<file path="src/rtl/sbox_pkg.sv">
package sbox_pkg;
  localparam int NSIDES = 4;
  localparam int SELW   = 2;

  typedef enum logic [1:0] {
    SIDE_N = 2'd0,
    SIDE_E = 2'd1,
    SIDE_S = 2'd2,
    SIDE_W = 2'd3
  } side_e;

  // code 00 leaves the output undriven (0); codes 1..3 name side (s+code) mod 4
  localparam logic [SELW-1:0] SEL_NONE = 2'b00;

  function automatic int src_side(input int s, input int code);
    return (s + code) % NSIDES;
  endfunction
endpackage

</file>
<file path="src/rtl/sbox_cfg_chain.sv">
module sbox_cfg_chain #(
  parameter int NBITS = 32
) (
  input  logic             clk,
  input  logic             rst,
  input  logic             shift_en,
  input  logic             din,
  output logic [NBITS-1:0] cfg_q,
  output logic             dout
);
  always_ff @(posedge clk) begin
    if (rst) begin
      cfg_q <= '0;
    end else if (shift_en) begin
      cfg_q <= {din, cfg_q[NBITS-1:1]};
    end
  end

  assign dout = cfg_q[0];


  cfg_hold_chk: assert property (@(posedge clk) disable iff (rst)
    !shift_en |=> $stable(cfg_q));


  cfg_capture_chk: assert property (@(posedge clk) disable iff (rst)
    shift_en |=> (cfg_q[NBITS-1] == $past(din)));
endmodule

</file>
<file path="src/rtl/sbox_track_mux.sv">
module sbox_track_mux
  import sbox_pkg::*;
(
  input  logic [SELW-1:0] sel,
  input  logic [2:0]      cand,   // cand[j] is the same track on side (s+j+1) mod 4
  input  logic            quiet,
  output logic            y
);
  always_comb begin
    y = 1'b0;
    if (!quiet) begin
      unique case (sel)
        2'd1:    y = cand[0];
        2'd2:    y = cand[1];
        2'd3:    y = cand[2];
        default: y = 1'b0;
      endcase
    end
  end
endmodule

</file>
<file path="src/rtl/sbox_planar.sv">
module sbox_planar
  import sbox_pkg::*;
#(
  parameter int W = 4
) (
  input  logic         clk,
  input  logic         rst,
  input  logic         cfg_en,
  input  logic         cfg_din,
  output logic         cfg_dout,
  input  logic [W-1:0] in_n,
  input  logic [W-1:0] in_e,
  input  logic [W-1:0] in_s,
  input  logic [W-1:0] in_w,
  output logic [W-1:0] out_n,
  output logic [W-1:0] out_e,
  output logic [W-1:0] out_s,
  output logic [W-1:0] out_w
);
  localparam int NSEL  = NSIDES * W;
  localparam int NBITS = NSEL * SELW;

  logic [NBITS-1:0] cfg_q;
  logic [W-1:0]     in_side  [NSIDES];
  logic [W-1:0]     out_side [NSIDES];

  assign in_side[SIDE_N] = in_n;
  assign in_side[SIDE_E] = in_e;
  assign in_side[SIDE_S] = in_s;
  assign in_side[SIDE_W] = in_w;

  assign out_n = out_side[SIDE_N];
  assign out_e = out_side[SIDE_E];
  assign out_s = out_side[SIDE_S];
  assign out_w = out_side[SIDE_W];

  sbox_cfg_chain #(.NBITS(NBITS)) u_chain (
    .clk      (clk),
    .rst      (rst),
    .shift_en (cfg_en),
    .din      (cfg_din),
    .cfg_q    (cfg_q),
    .dout     (cfg_dout)
  );

  for (genvar s = 0; s < NSIDES; s++) begin : g_side
    for (genvar k = 0; k < W; k++) begin : g_trk
      logic [2:0] cand;
      for (genvar j = 0; j < 3; j++) begin : g_cand
        assign cand[j] = in_side[(s + j + 1) % NSIDES][k];
      end

      sbox_track_mux u_mux (
        .sel   (cfg_q[SELW*(s*W+k) +: SELW]),
        .cand  (cand),
        .quiet (cfg_en),
        .y     (out_side[s][k])
      );


      planar_src_chk: assert property (@(posedge clk) disable iff (rst)
        out_side[s][k] |-> (in_side[(s+1)%NSIDES][k] | in_side[(s+2)%NSIDES][k]
                            | in_side[(s+3)%NSIDES][k]));
    end
  end


  load_quiet_chk: assert property (@(posedge clk) disable iff (rst)
    cfg_en |-> ((out_n | out_e | out_s | out_w) == '0));
endmodule

</file>
<file path="config.mk">
export PLATFORM = sky130hd
export DESIGN_NAME = sbox_planar
export DESIGN_NICKNAME = d
export VERILOG_FILES = /design/src/rtl/sbox_pkg.sv /design/src/rtl/sbox_cfg_chain.sv /design/src/rtl/sbox_track_mux.sv /design/src/rtl/sbox_planar.sv
export SDC_FILE = /design/constraint.sdc
export NUM_CORES = 1
export LEC_CHECK = 0
export ABC_AREA = 1
export BUFFER_PORTS_ARGS = -buffer_cell sky130_fd_sc_hd__buf_2
export CAP_MARGIN = 10
export CORE_ASPECT_RATIO = 0.75
export CORE_MARGIN = 1.5
export CORE_UTILIZATION = 51
export DETAILED_ROUTE_END_ITERATION = 8
export HOLD_SLACK_MARGIN = 0.06
export PLACE_DENSITY = 0.87
export SETUP_SLACK_MARGIN = 0.2
export SYNTH_ARGS = -nofsm -noshare
export SYNTH_HDL_FRONTEND = slang
export SYNTH_HIERARCHICAL = 1
export SYNTH_SLANG_ARGS = --single-unit
export TNS_END_PERCENT = 50
</file>
<file path="constraint.sdc">
create_clock -name clk -period 0.9 [get_ports clk]
set_clock_uncertainty 0.15 [all_clocks]
set_input_delay 0.045 -clock clk [delete_from_list [all_inputs] [get_ports clk]]
set_output_delay 0.045 -clock clk [all_outputs]
set_load 0.05 [all_outputs]
</file>
==> metrics.md, run 1 <==
| Metric | Value |
|---|---|
| Final Max Slew Viols | `0` |
| EDFF count, synth | `0` |
| Die ar. | `about 4900 um2` |
| Max FO, Critical Path | `4` |
| Synth top area cells | `dfxtp_1 28%, nand2_2 15%, inv_1 13%` |
| # DRC | `0` |
| P per Cell Area | `~1300 nW/um2` |
| Worst hold slack | `-0.114 ns` |
| Worst relative slew slack | `0.855` |
| CTS tree | `built` |
| Final worst slack | `-0.533 ns` |
| Violated checks | `negative hold slack, negative setup slack` |
| Unique masters post-synth | `14` |
| DR WL/cell | `~15 um` |
| CP Launch Type | `flop` |
| Final WL | `between 7 and 8 mm` |
| Yosys warning count | `6` |
| Synth area leader | `dfxtp_1` |
| Synth Register Bits | `32` |
| Final Hold Viols | `1` |
| FF-to-FF Start | `u_chain/cfg_q[6]` |
| Setup crit start | `u_chain/cfg_q[10]` |
| Clock input transition at the sequential cells of the worst setup and hold paths | `0.07 ns` |
| Max Freq | `between 0.6 and 0.7 GHz` |
| Via-per-instance ratio | `5.03` |
| Post-synth ARST share | `0` |
| Final Cycle Share | `1.59` |
| CP arrival | `roughly 1.2 ns` |
| Seq/Total Area, Yosys | `0.282` |
| Max_cap viols | `0` |
| Via count | `about 2400` |
| # H-tree levels | `2` |
| Mapped Cells | `348` |
| Worst stage delay on the critical path | `roughly 0.36 ns` |
| Hold depth | `4` |
| Final ANT Viol Nets | `0` |
| Dpl ws | `-0.248 ns` |
| Reg2reg setup slack | `-0.15 ns` |
| P&R area growth vs syn | `54.1%` |
| Largest net degree at the start of global routing | `25` |
| Synthesized area | `between 2000 and 2500 um2` |
| Clock tree sinks | `32` |
| Clk root buf | `clkbuf_8` |
| Worst path cell trace | `nand2_1, a21oi_2, nand2_2, clkinvlp_4, buf_8` |
| Post-Syn Area per Cell | `6.53 um2` |
| Final #Nets | `447` |
| Row cnt | `20` |
| Area fraction of the dominant cell type after synthesis | `0.282` |
| Initial Utilization | `0.547` |
| Total CTS buffers | `5` |
| Max Buffers Root-to-Sink | `2` |
| Hold Crit Endpoint | `u_chain/cfg_q[31]` |
| N_diodes | `0` |
| DRT iter0 DRCs | `roughly 270` |
| Vias in the first global route | `around 2200` |
| Outcome | `finished with violations` |
| Gr ovfl total | `0` |
| Share of layout cells above drive strength 1 | `0.813` |
| Tmin final | `1.43 ns` |
| CP required | `around 0.70 ns` |
| Setup CP Type | `flop to output port` |
| Commonest cells post-synth | `80 x inv_1, 72 x nand2_1, 56 x nand2_2` |
| Min-delay src | `rst` |
| Max reg flops | `32` |
| Most frequent cell after synthesis | `inv_1` |
| Port Buffers | `36` |
| CP Capture Type | `output port` |
| RSZ-0062 raised after global routing | `true` |
| Core Footprint | `4150 um2` |
| Slowest stage cell, crit path | `dfxtp_2` |
| Leak | `1.45 nW` |
| Dpl hpwl | `between 3 and 4 mm` |
| Main synth FF type | `dfxtp_1` |
| Initial antenna violation count | `0` |
| Worst-skew pair later-pin latency | `0.30 ns` |
| Detailed Routing Iterations Pass 1 | `4` |
| Final core occ | `0.843` |
| Finish-stage setup viols | `41` |
| Biggest register | `u_chain/cfg_q` |
| Hold Crit Class | `input port to flop` |
| Wire length of the first global-routing pass | `9.47 mm` |
| VDD IR max | `0.000759 V` |
| Fillcell total | `~220` |
| R2R Path End | `u_chain/cfg_q[5]` |
| Top Registers | `u_chain/cfg_q: 32 flops` |
| Die Span Y | `slightly above 60 um` |
| I/O pins | `37` |
| Slew @ Worst Pin | `around 0.22 ns` |
| Syn_nets | `about 370` |
| GPL Wtd Cong | `roughly 0.8` |
| Die Wd | `80.1 um` |
| R2r worst-path depth | `6` |
| GR Util All Layers | `0.256` |
[worst max-delay path by stage]
stage	to	slack, ns	cells past startpoint
6_report	out_e[1]	-0.53	5
5_1_grt	out_e[1]	-0.57	5
4_1_cts	out_s[2]	-0.46	5
3_5_place_dp	out_n[0]	-0.25	5
3_3_place_gp	out_s[3]	-0.21	5
2_1_floorplan	out_n[0]	-0.31	6
[critical path: cells and delay by family (launching register included)]
family	cells	cell delay (ns)
compound gates	1	0.18
buf+inv	2	0.21
simple gates	2	0.19
flops	1	0.36
[metal layers]
metal  vias up  GRT usage  wire length (um)
li1       1152          -                 -
met1      1154      0.311              2980
met2        95      0.454              3580
met3        30     0.0677               359
met4         0     0.0739               253
met5         -          0                 0
[power by group]
part           switching [W]  internal (W)
Sequential          0.000122       0.00151
Clock               0.000578      0.000698
Combinational       0.000864      0.000654
Total                0.00156       0.00286
[kinds of logic (layout without fill, tap and decap cells)]
| group | after synthesis | after routing | synth area share |
|---|---|---|---|
| AO/OA/AOI/OAI | 16 | 16 | 0.0616 |
| buffers and inverters | 92 | 172 | 0.206 |
| flip-flops | 32 | 32 | 0.282 |
| AND/OR/NAND/NOR | 208 | 208 | 0.450 |
[stage by stage]
stage	instances	setup TNS [ns]	area, um2	power (W)
3_5_place_dp	472	-5.73	2810	0.00278
4_1_cts	480	-7.20	3190	0.00419
2_1_floorplan	348	-1.82	2360	0.00243
6_report	483	-8.73	3500	0.00443
5_1_grt	483	-10.11	3500	0.00459
3_3_place_gp	472	-4.78	2810	0.00273
[cell usage in the layout, fill, tap and decap left out, drive strengths merged]
cell type  count
a21oi         16
buf           83
clkbuf         8
clkinvlp      16
dfxtp         32
inv           65
nand2        128
nand3         16
nor2          64
[final cells by class]
cell class	count	area, um2	area share
Multi-Input combinational cell	224	1400	0.400
Inverter	81	367	0.105
Tap cell	55	68.8	0.0196
Clock buffer	8	100	0.0286
Timing Repair Buffer	83	856	0.244
Sequential cell	32	711	0.203
[timing repair]
action | 4_1_cts | 5_1_grt
resized for setup | 117 | 97
setup buffers | 0 | 3
pin swaps | 3 | 28
endpoints found under the hold margin | 31 | 27
setup endpoints to repair | 49 | 49
Note: power is estimated with default switching activity, not from simulation.
==> run 2, diff against run 1 <==
--- a/config.mk
+++ b/config.mk
@@ -7,13 +7,12 @@
 export LEC_CHECK = 0
 export ABC_AREA = 1
 export BUFFER_PORTS_ARGS = -buffer_cell sky130_fd_sc_hd__buf_2
-export CAP_MARGIN = 10
 export CORE_ASPECT_RATIO = 0.75
-export CORE_MARGIN = 1.5
 export CORE_UTILIZATION = 51
 export DETAILED_ROUTE_END_ITERATION = 8
 export HOLD_SLACK_MARGIN = 0.06
 export PLACE_DENSITY = 0.87
+export REMOVE_ABC_BUFFERS = 1
 export SETUP_SLACK_MARGIN = 0.2
 export SYNTH_ARGS = -nofsm -noshare
 export SYNTH_HDL_FRONTEND = slang
==> run 2 against run 1 <==
Against the previous run:
- the run still ends with negative hold slack, negative setup slack left
- wire length decreased by 6.1%
- maximum frequency increased by 5.0%
- largest cell class unchanged
- first-iteration DRC count decreased by 56%
- non-clock buffer count increased by 9
- critical path type unchanged
==> metrics.md, run 2 (synthesis gave the netlist of run 1 again) <==
| Metric | Value |
|---|---|
| Outcome | `finished with violations` |
| Violated checks | `negative hold slack, negative setup slack` |
| Die ar. | `4730 um2 (-2.9%)` |
| Max Buffers Root-to-Sink | `2 (unchanged)` |
| Slowest stage cell, crit path | `dfxtp_2` |
| Commonest cells after routing, fill and taps aside | `75 x nand2_2, 53 x nand2_1, 46 x buf_6` |
| DR WL/cell | `13.7 um (-7.8%)` |
| Max reg flops | `32 (unchanged)` |
| Die Span Y | `59.8 um (-1.6%)` |
| Slew @ Worst Pin | `0.196 ns (-0.0206 ns)` |
| Fillcell total | `244 (+11%)` |
| Biggest register | `u_chain/cfg_q` |
| I/O pins | `37 (unchanged)` |
| DRT iter0 DRCs | `121 (-56%)` |
| Dpl ws | `-0.225 ns (+0.0228 ns)` |
| Clock input transition at the sequential cells of the worst setup and hold paths | `0.07 ns (about the same)` |
| Worst-skew pair later-pin latency | `0.29 ns (about the same)` |
| Clock tree sinks | `32 (unchanged)` |
| Detailed Routing Iterations Pass 1 | `4 (unchanged)` |
| Final worst slack | `-0.464 ns (+0.0682 ns)` |
| Cell mode on critical path | `nand2_1` |
| GR Util All Layers | `0.268 (+0.0116)` |
| Worst stage delay on the critical path | `0.37 ns (about the same)` |
| Setup CP Type | `flop to output port` |
| Largest net degree at the start of global routing | `23 (-8.0%)` |
| Leak | `1.61 nW (+11%)` |
| Vias in the first global route | `2122 (-2.9%)` |
| Initial antenna violation count | `0 (unchanged)` |
| GPL Wtd Cong | `0.788 (-0.20%)` |
| Final WL | `6.73 mm (-6.1%)` |
| Finish-stage setup viols | `42 (+2.4%)` |
| Final Cycle Share | `1.52 (-0.0757)` |
| CP required | `0.70 ns (about the same)` |
| P per Cell Area | `1310 nW/um2 (+3.9%)` |
| # H-tree levels | `2 (unchanged)` |
| P&R area growth vs syn | `49.3%` |
| Row cnt | `20 (unchanged)` |
| Final Hold Viols | `1 (unchanged)` |
| Max FO, Critical Path | `4 (unchanged)` |
| Die Wd | `79.1 um (-1.2%)` |
| CP arrival | `1.17 ns (-0.07 ns)` |
| RSZ-0062 raised after global routing | `true` |
| Clk root buf | `clkbuf_8` |
| Commonest non-fill, non-tap cell in the layout | `nand2_2` |
| CP Launch Type | `flop` |
| Max_cap viols | `0 (unchanged)` |
| Gr ovfl total | `0 (unchanged)` |
| Initial Utilization | `0.547 (unchanged)` |
| Placed Area | `2730 um2 (-3.1%)` |
| Port Buffers | `36 (unchanged)` |
| Max Freq | `0.733 GHz (+5.0%)` |
| Worst hold slack | `-0.0810 ns (+0.0334 ns)` |
| N_diodes | `0 (unchanged)` |
| Total CTS buffers | `5 (unchanged)` |
| Worst relative slew slack | `0.869 (+0.0138)` |
| CTS tree | `built` |
| Final design area excluding fillers | `3390 um2 (-3.1%)` |
| Worst path cell trace | `nand2_1, a21oi_2, nand2_1, inv_2, buf_6` |
| Final core occ | `0.817 (-0.0265)` |
| Hold Crit Class | `input port to flop` |
| CP Capture Type | `output port` |
| Dpl hpwl | `3.61 mm (-8.6%)` |
| VDD IR max | `0.00147 V (+94%)` |
| Top Registers | `u_chain/cfg_q: 32 flops` |
| Tmin final | `1.36 ns (-0.0682 ns)` |
| Fin Setup TNS | `-8.39 ns (+0.343 ns)` |
| # DRC | `0 (unchanged)` |
| Via count | `2344 (-3.6%)` |
| Share of layout cells above drive strength 1 | `0.705 (-0.108)` |
| Final ANT Viol Nets | `0 (unchanged)` |
| Final Max Slew Viols | `0 (unchanged)` |
| Wire length of the first global-routing pass | `9.63 mm (+1.7%)` |
| Final #Nets | `456 (+2.0%)` |
| Via-per-instance ratio | `4.76 (-5.3%)` |
| Core Footprint | `4150 um2 (unchanged)` |
-- run 2: cell types whose count changed in the layout (fill, tap and decap cells not counted), moves of 5 or more --
cell,change
inv_1,+19
nand2_1,+18
buf_6,+16
clkinvlp_4,-16
nand2_2,-16
buf_8,-14
nand3_1,+14
nand3_2,-14
inv_2,-8
buf_4,+6
inv_4,+5
-- run 2: cell type report --
cell class / instances / area, um2 / area share
tap: 55 / 68.8 / 0.0203
clock buffer: 6 / 72.6 / 0.0214
sequential: 32 / 716 / 0.211
clock inverter: 2 / 35.0 / 0.0103
multi-input combinational: 224 / 1290 / 0.381
inverter: 81 / 319 / 0.0940
timing repair buffer: 92 / 891 / 0.263
-- run 2: worst paths after layout --
path | slack (ns) | startpoint | endpoint | depth (start not counted)
worst max-delay path | -0.46 | u_chain/cfg_q[14] | out_e[3] | 5
worst min-delay path | -0.08 | cfg_din | u_chain/cfg_q[31] | 5
worst max register to register | -0.22 | u_chain/cfg_q[8] | u_chain/cfg_q[7] | 7
worst min register to register | 0.37 | u_chain/cfg_q[23] | u_chain/cfg_q[23] | 2
-- run 2: metal layers --
metal,vias to the layer above,share of wire,track usage
met5,-,0,0
met4,0,0.029,0.0987
met3,21,0.041,0.0565
met2,65,0.50,0.485
met1,1091,0.43,0.314
li1,1167,-,-
-- run 2: power by group --
part	switching [W]	total, W	internal [W]
sequential	0.000110	0.00162	0.00151
clock	0.000560	0.00138	0.000822
combinational	0.000818	0.00146	0.000641
total	0.00149	0.00446	0.00297
-- run 2: worst max-delay path, delay by kind of cell, from the launching register on --
| kind | cells | cell delay [ns] |
|---|---|---|
| buffers and inverters | 2 | 0.21 |
| DFF | 1 | 0.37 |
| AOI/OAI and AO/OA | 1 | 0.14 |
| and+or+nand+nor | 2 | 0.18 |
-- run 2: timing repair --
action / CTS / global route
pin swaps: 4 / 16
buffers inserted: 5 / 9
endpoints found under the hold margin: 30 / 6
resized for setup: 135 / 65
endpoints found under the setup margin: 49 / 49
-- run 2: stage by stage --
stage / instances / hold slack, ns / power, W
2_1_floorplan: 337 / 0.0232 / 0.00226
4_1_cts: 483 / -0.0838 / 0.00429
3_3_place_gp: 470 / 0.187 / 0.00268
5_1_grt: 492 / -0.0598 / 0.00465
6_report: 492 / -0.0810 / 0.00446
3_5_place_dp: 470 / 0.210 / 0.00272
==> run 3, diff against run 2 <==
--- a/config.mk
+++ b/config.mk
@@ -7,7 +7,6 @@
 export LEC_CHECK = 0
 export ABC_AREA = 1
 export BUFFER_PORTS_ARGS = -buffer_cell sky130_fd_sc_hd__buf_2
-export CORE_ASPECT_RATIO = 0.75
 export CORE_UTILIZATION = 51
 export DETAILED_ROUTE_END_ITERATION = 8
 export HOLD_SLACK_MARGIN = 0.06
==> run 3 against run 2 <==
Against the previous run:
- the flow still finishes with violations (negative hold slack, negative setup slack)
- wire length grew 4.9%
- utilization is 0.29 points lower
- global-route usage is 0.40 points higher
- sequential share of layout area increased by 0.20 points
- hold slack worse by 0.0063 ns
- design area decreased by 0.59%
- maximum frequency fell by 4.8%
- sequential cell count stayed put
- first-iteration DRC count increased by 21%
- clock power is essentially flat
- combinational power is essentially flat
- register-to-register slack better by 0.06 ns
- largest cell class unchanged
==> metrics.md, run 3 (synthesis gave the netlist of run 1 again) <==
| Metric | Value |
|---|---|
| CP Capture Type | `output port` |
| P&R area growth vs syn | `48.4%` |
| DRT iter0 DRCs | `146 (+21%)` |
| Wire length of the first global-routing pass | `9.34 mm (-3.0%)` |
| CP arrival | `1.24 ns (+0.07 ns)` |
| Die Span Y | `68.8 um (+15%)` |
| RSZ-0062 raised after global routing | `true` |
| Biggest register | `u_chain/cfg_q` |
| Worst path cell trace | `nand2_2, a21oi_2, nand2_1, inv_1, buf_6` |
| Via count | `2408 (+2.7%)` |
| Reg2reg setup slack | `-0.16 ns (+0.06 ns)` |
| CTS tree | `built` |
| GR Util All Layers | `0.272 (+0.00405)` |
| Max Freq | `0.698 GHz (-4.8%)` |
| Hold Crit Class | `input port to flop` |
| Gr ovfl total | `0 (unchanged)` |
| DR WL/cell | `14.6 um (+6.6%)` |
| Vias in the first global route | `2220 (+4.6%)` |
| Final worst slack | `-0.533 ns (-0.0685 ns)` |
| Final design area excluding fillers | `3370 um2 (-0.59%)` |
| Final Cycle Share | `1.59 (+0.0761)` |
| Violated checks | `negative hold slack, negative setup slack` |
| Detailed Routing Iterations Pass 1 | `4 (unchanged)` |
| Max_cap viols | `0 (unchanged)` |
| Crit path buffers/inverters | `2 (unchanged)` |
| R2r worst-path depth | `6 (-1)` |
| N_diodes | `0 (unchanged)` |
| Commonest non-fill, non-tap cell in the layout | `nand2_2` |
| # DRC | `0 (unchanged)` |
| Total CTS buffers | `5 (unchanged)` |
| GPL Wtd Cong | `0.813 (+3.2%)` |
| Largest net degree at the start of global routing | `21 (-8.7%)` |
| Design Power | `0.00448 W (+0.38%)` |
| Fillcell total | `233 (-4.5%)` |
| Clk root buf | `clkbuf_8` |
| Clock tree sinks | `32 (unchanged)` |
| P per Cell Area | `1330 nW/um2 (+0.98%)` |
| Slowest stage cell, crit path | `dfxtp_4` |
| Top Registers | `u_chain/cfg_q: 32 flops` |
| Dpl hpwl | `3.71 mm (+2.7%)` |
| Finish-stage setup viols | `38 (-9.5%)` |
| Final ANT Viol Nets | `0 (unchanged)` |
| # H-tree levels | `2 (unchanged)` |
| CP Launch Type | `flop` |
| Max reg flops | `32 (unchanged)` |
| Final core occ | `0.814 (-0.00286)` |
| Die Wd | `68.8 um (-13%)` |
| Max FO, Critical Path | `4 (unchanged)` |
| Die ar. | `4730 um2 (about the same)` |
| Final Hold Viols | `1 (unchanged)` |
| Leak | `1.59 nW (-1.1%)` |
| Final #Nets | `453 (-0.66%)` |
| Final WL | `7.06 mm (+4.9%)` |
| I/O pins | `37 (unchanged)` |
| Slew @ Worst Pin | `0.187 ns (-0.00909 ns)` |
| Commonest cells after routing, fill and taps aside | `73 x nand2_2, 55 x nand2_1, 45 x buf_6` |
| Outcome | `finished with violations` |
| VDD IR max | `0.000992 V (-33%)` |
| Setup CP Type | `flop to output port` |
| Fin Setup TNS | `-8.16 ns (+0.233 ns)` |
| Port Buffers | `36 (unchanged)` |
| Core Footprint | `4140 um2 (-0.24%)` |
| Hold depth | `5 (unchanged)` |
| Via-per-instance ratio | `4.98 (+4.4%)` |
| Critical Path Stages | `5 (unchanged)` |
| Worst stage delay on the critical path | `0.37 ns (about the same)` |
| Top delay family on crit path | `flip-flops` |
| Initial Utilization | `0.549 (+0.00132)` |
| Worst hold slack | `-0.0874 ns (-0.00633 ns)` |
| Max Buffers Root-to-Sink | `2 (unchanged)` |
| Worst relative slew slack | `0.875 (+0.00608)` |
| Initial antenna violation count | `0 (unchanged)` |
| CP required | `0.70 ns (about the same)` |
| Clock input transition at the sequential cells of the worst setup and hold paths | `0.07 ns (about the same)` |
| Worst-skew pair later-pin latency | `0.29 ns (about the same)` |
| Final Max Slew Viols | `0 (unchanged)` |
| Share of layout cells above drive strength 1 | `0.710 (+0.00487)` |
| Row cnt | `23 (+15%)` |
| Tmin final | `1.43 ns (+0.0685 ns)` |
| Placed Area | `2720 um2 (-0.14%)` |
## run 3: layout make-up
cell class / count / area [um2] / share of cell area
multi-input combinational: 224 / 1300 / 0.384
timing repair buffer: 89 / 875 / 0.259
sequential: 32 / 718 / 0.213
inverter: 81 / 314 / 0.0931
clock buffer: 6 / 72.6 / 0.0215
tap: 50 / 62.6 / 0.0185
clock inverter: 2 / 35.0 / 0.0104
## run 3: per-stage QoR
| step | setup slack, ns | cells |
|---|---|---|
| after floorplan | -0.576 | 337 |
| after global placement | -0.187 | 467 |
| after detailed placement | -0.227 | 467 |
| after CTS | -0.428 | 480 |
| after global routing | -0.563 | 484 |
| final | -0.533 | 484 |
## run 3: power by group
part	leakage (nW)	internal, W	switching (W)
clock	0.0552	0.000822	0.000578
sequential	0.280	0.00151	0.000110
combinational	1.26	0.000634	0.000824
## run 3: final timing paths
kind,from,end
setup / recovery,u_chain/cfg_q[18],out_s[1]
hold / removal,cfg_din,u_chain/cfg_q[31]
setup reg to reg,u_chain/cfg_q[24],u_chain/cfg_q[23]
hold reg to reg,u_chain/cfg_q[28],u_chain/cfg_q[28]
## run 3: timing repair
item / 4_1_cts / 5_1_grt
hold endpoints to repair: 31 / 24
endpoints found under the setup margin: 49 / 49
buffers inserted: 5 / 4
pin swaps: 1 / 14
resized for setup: 132 / 76
## run 3: routing by layer
metal | up-vias | global-route usage | share of wire
met1 | 1100 | 0.286 | 0.36
met4 | 0 | 0.117 | 0.049
li1 | 1162 | - | -
met3 | 37 | 0.0543 | 0.060
met2 | 109 | 0.517 | 0.53
met5 | - | 0 | 0
## run 3: worst min-delay path, cell delays in order
cell	delay, ns
buf_2	0.09
inv_1	0.04
nand2_1	0.04
nand2_1	0.07
nor2_2	0.03
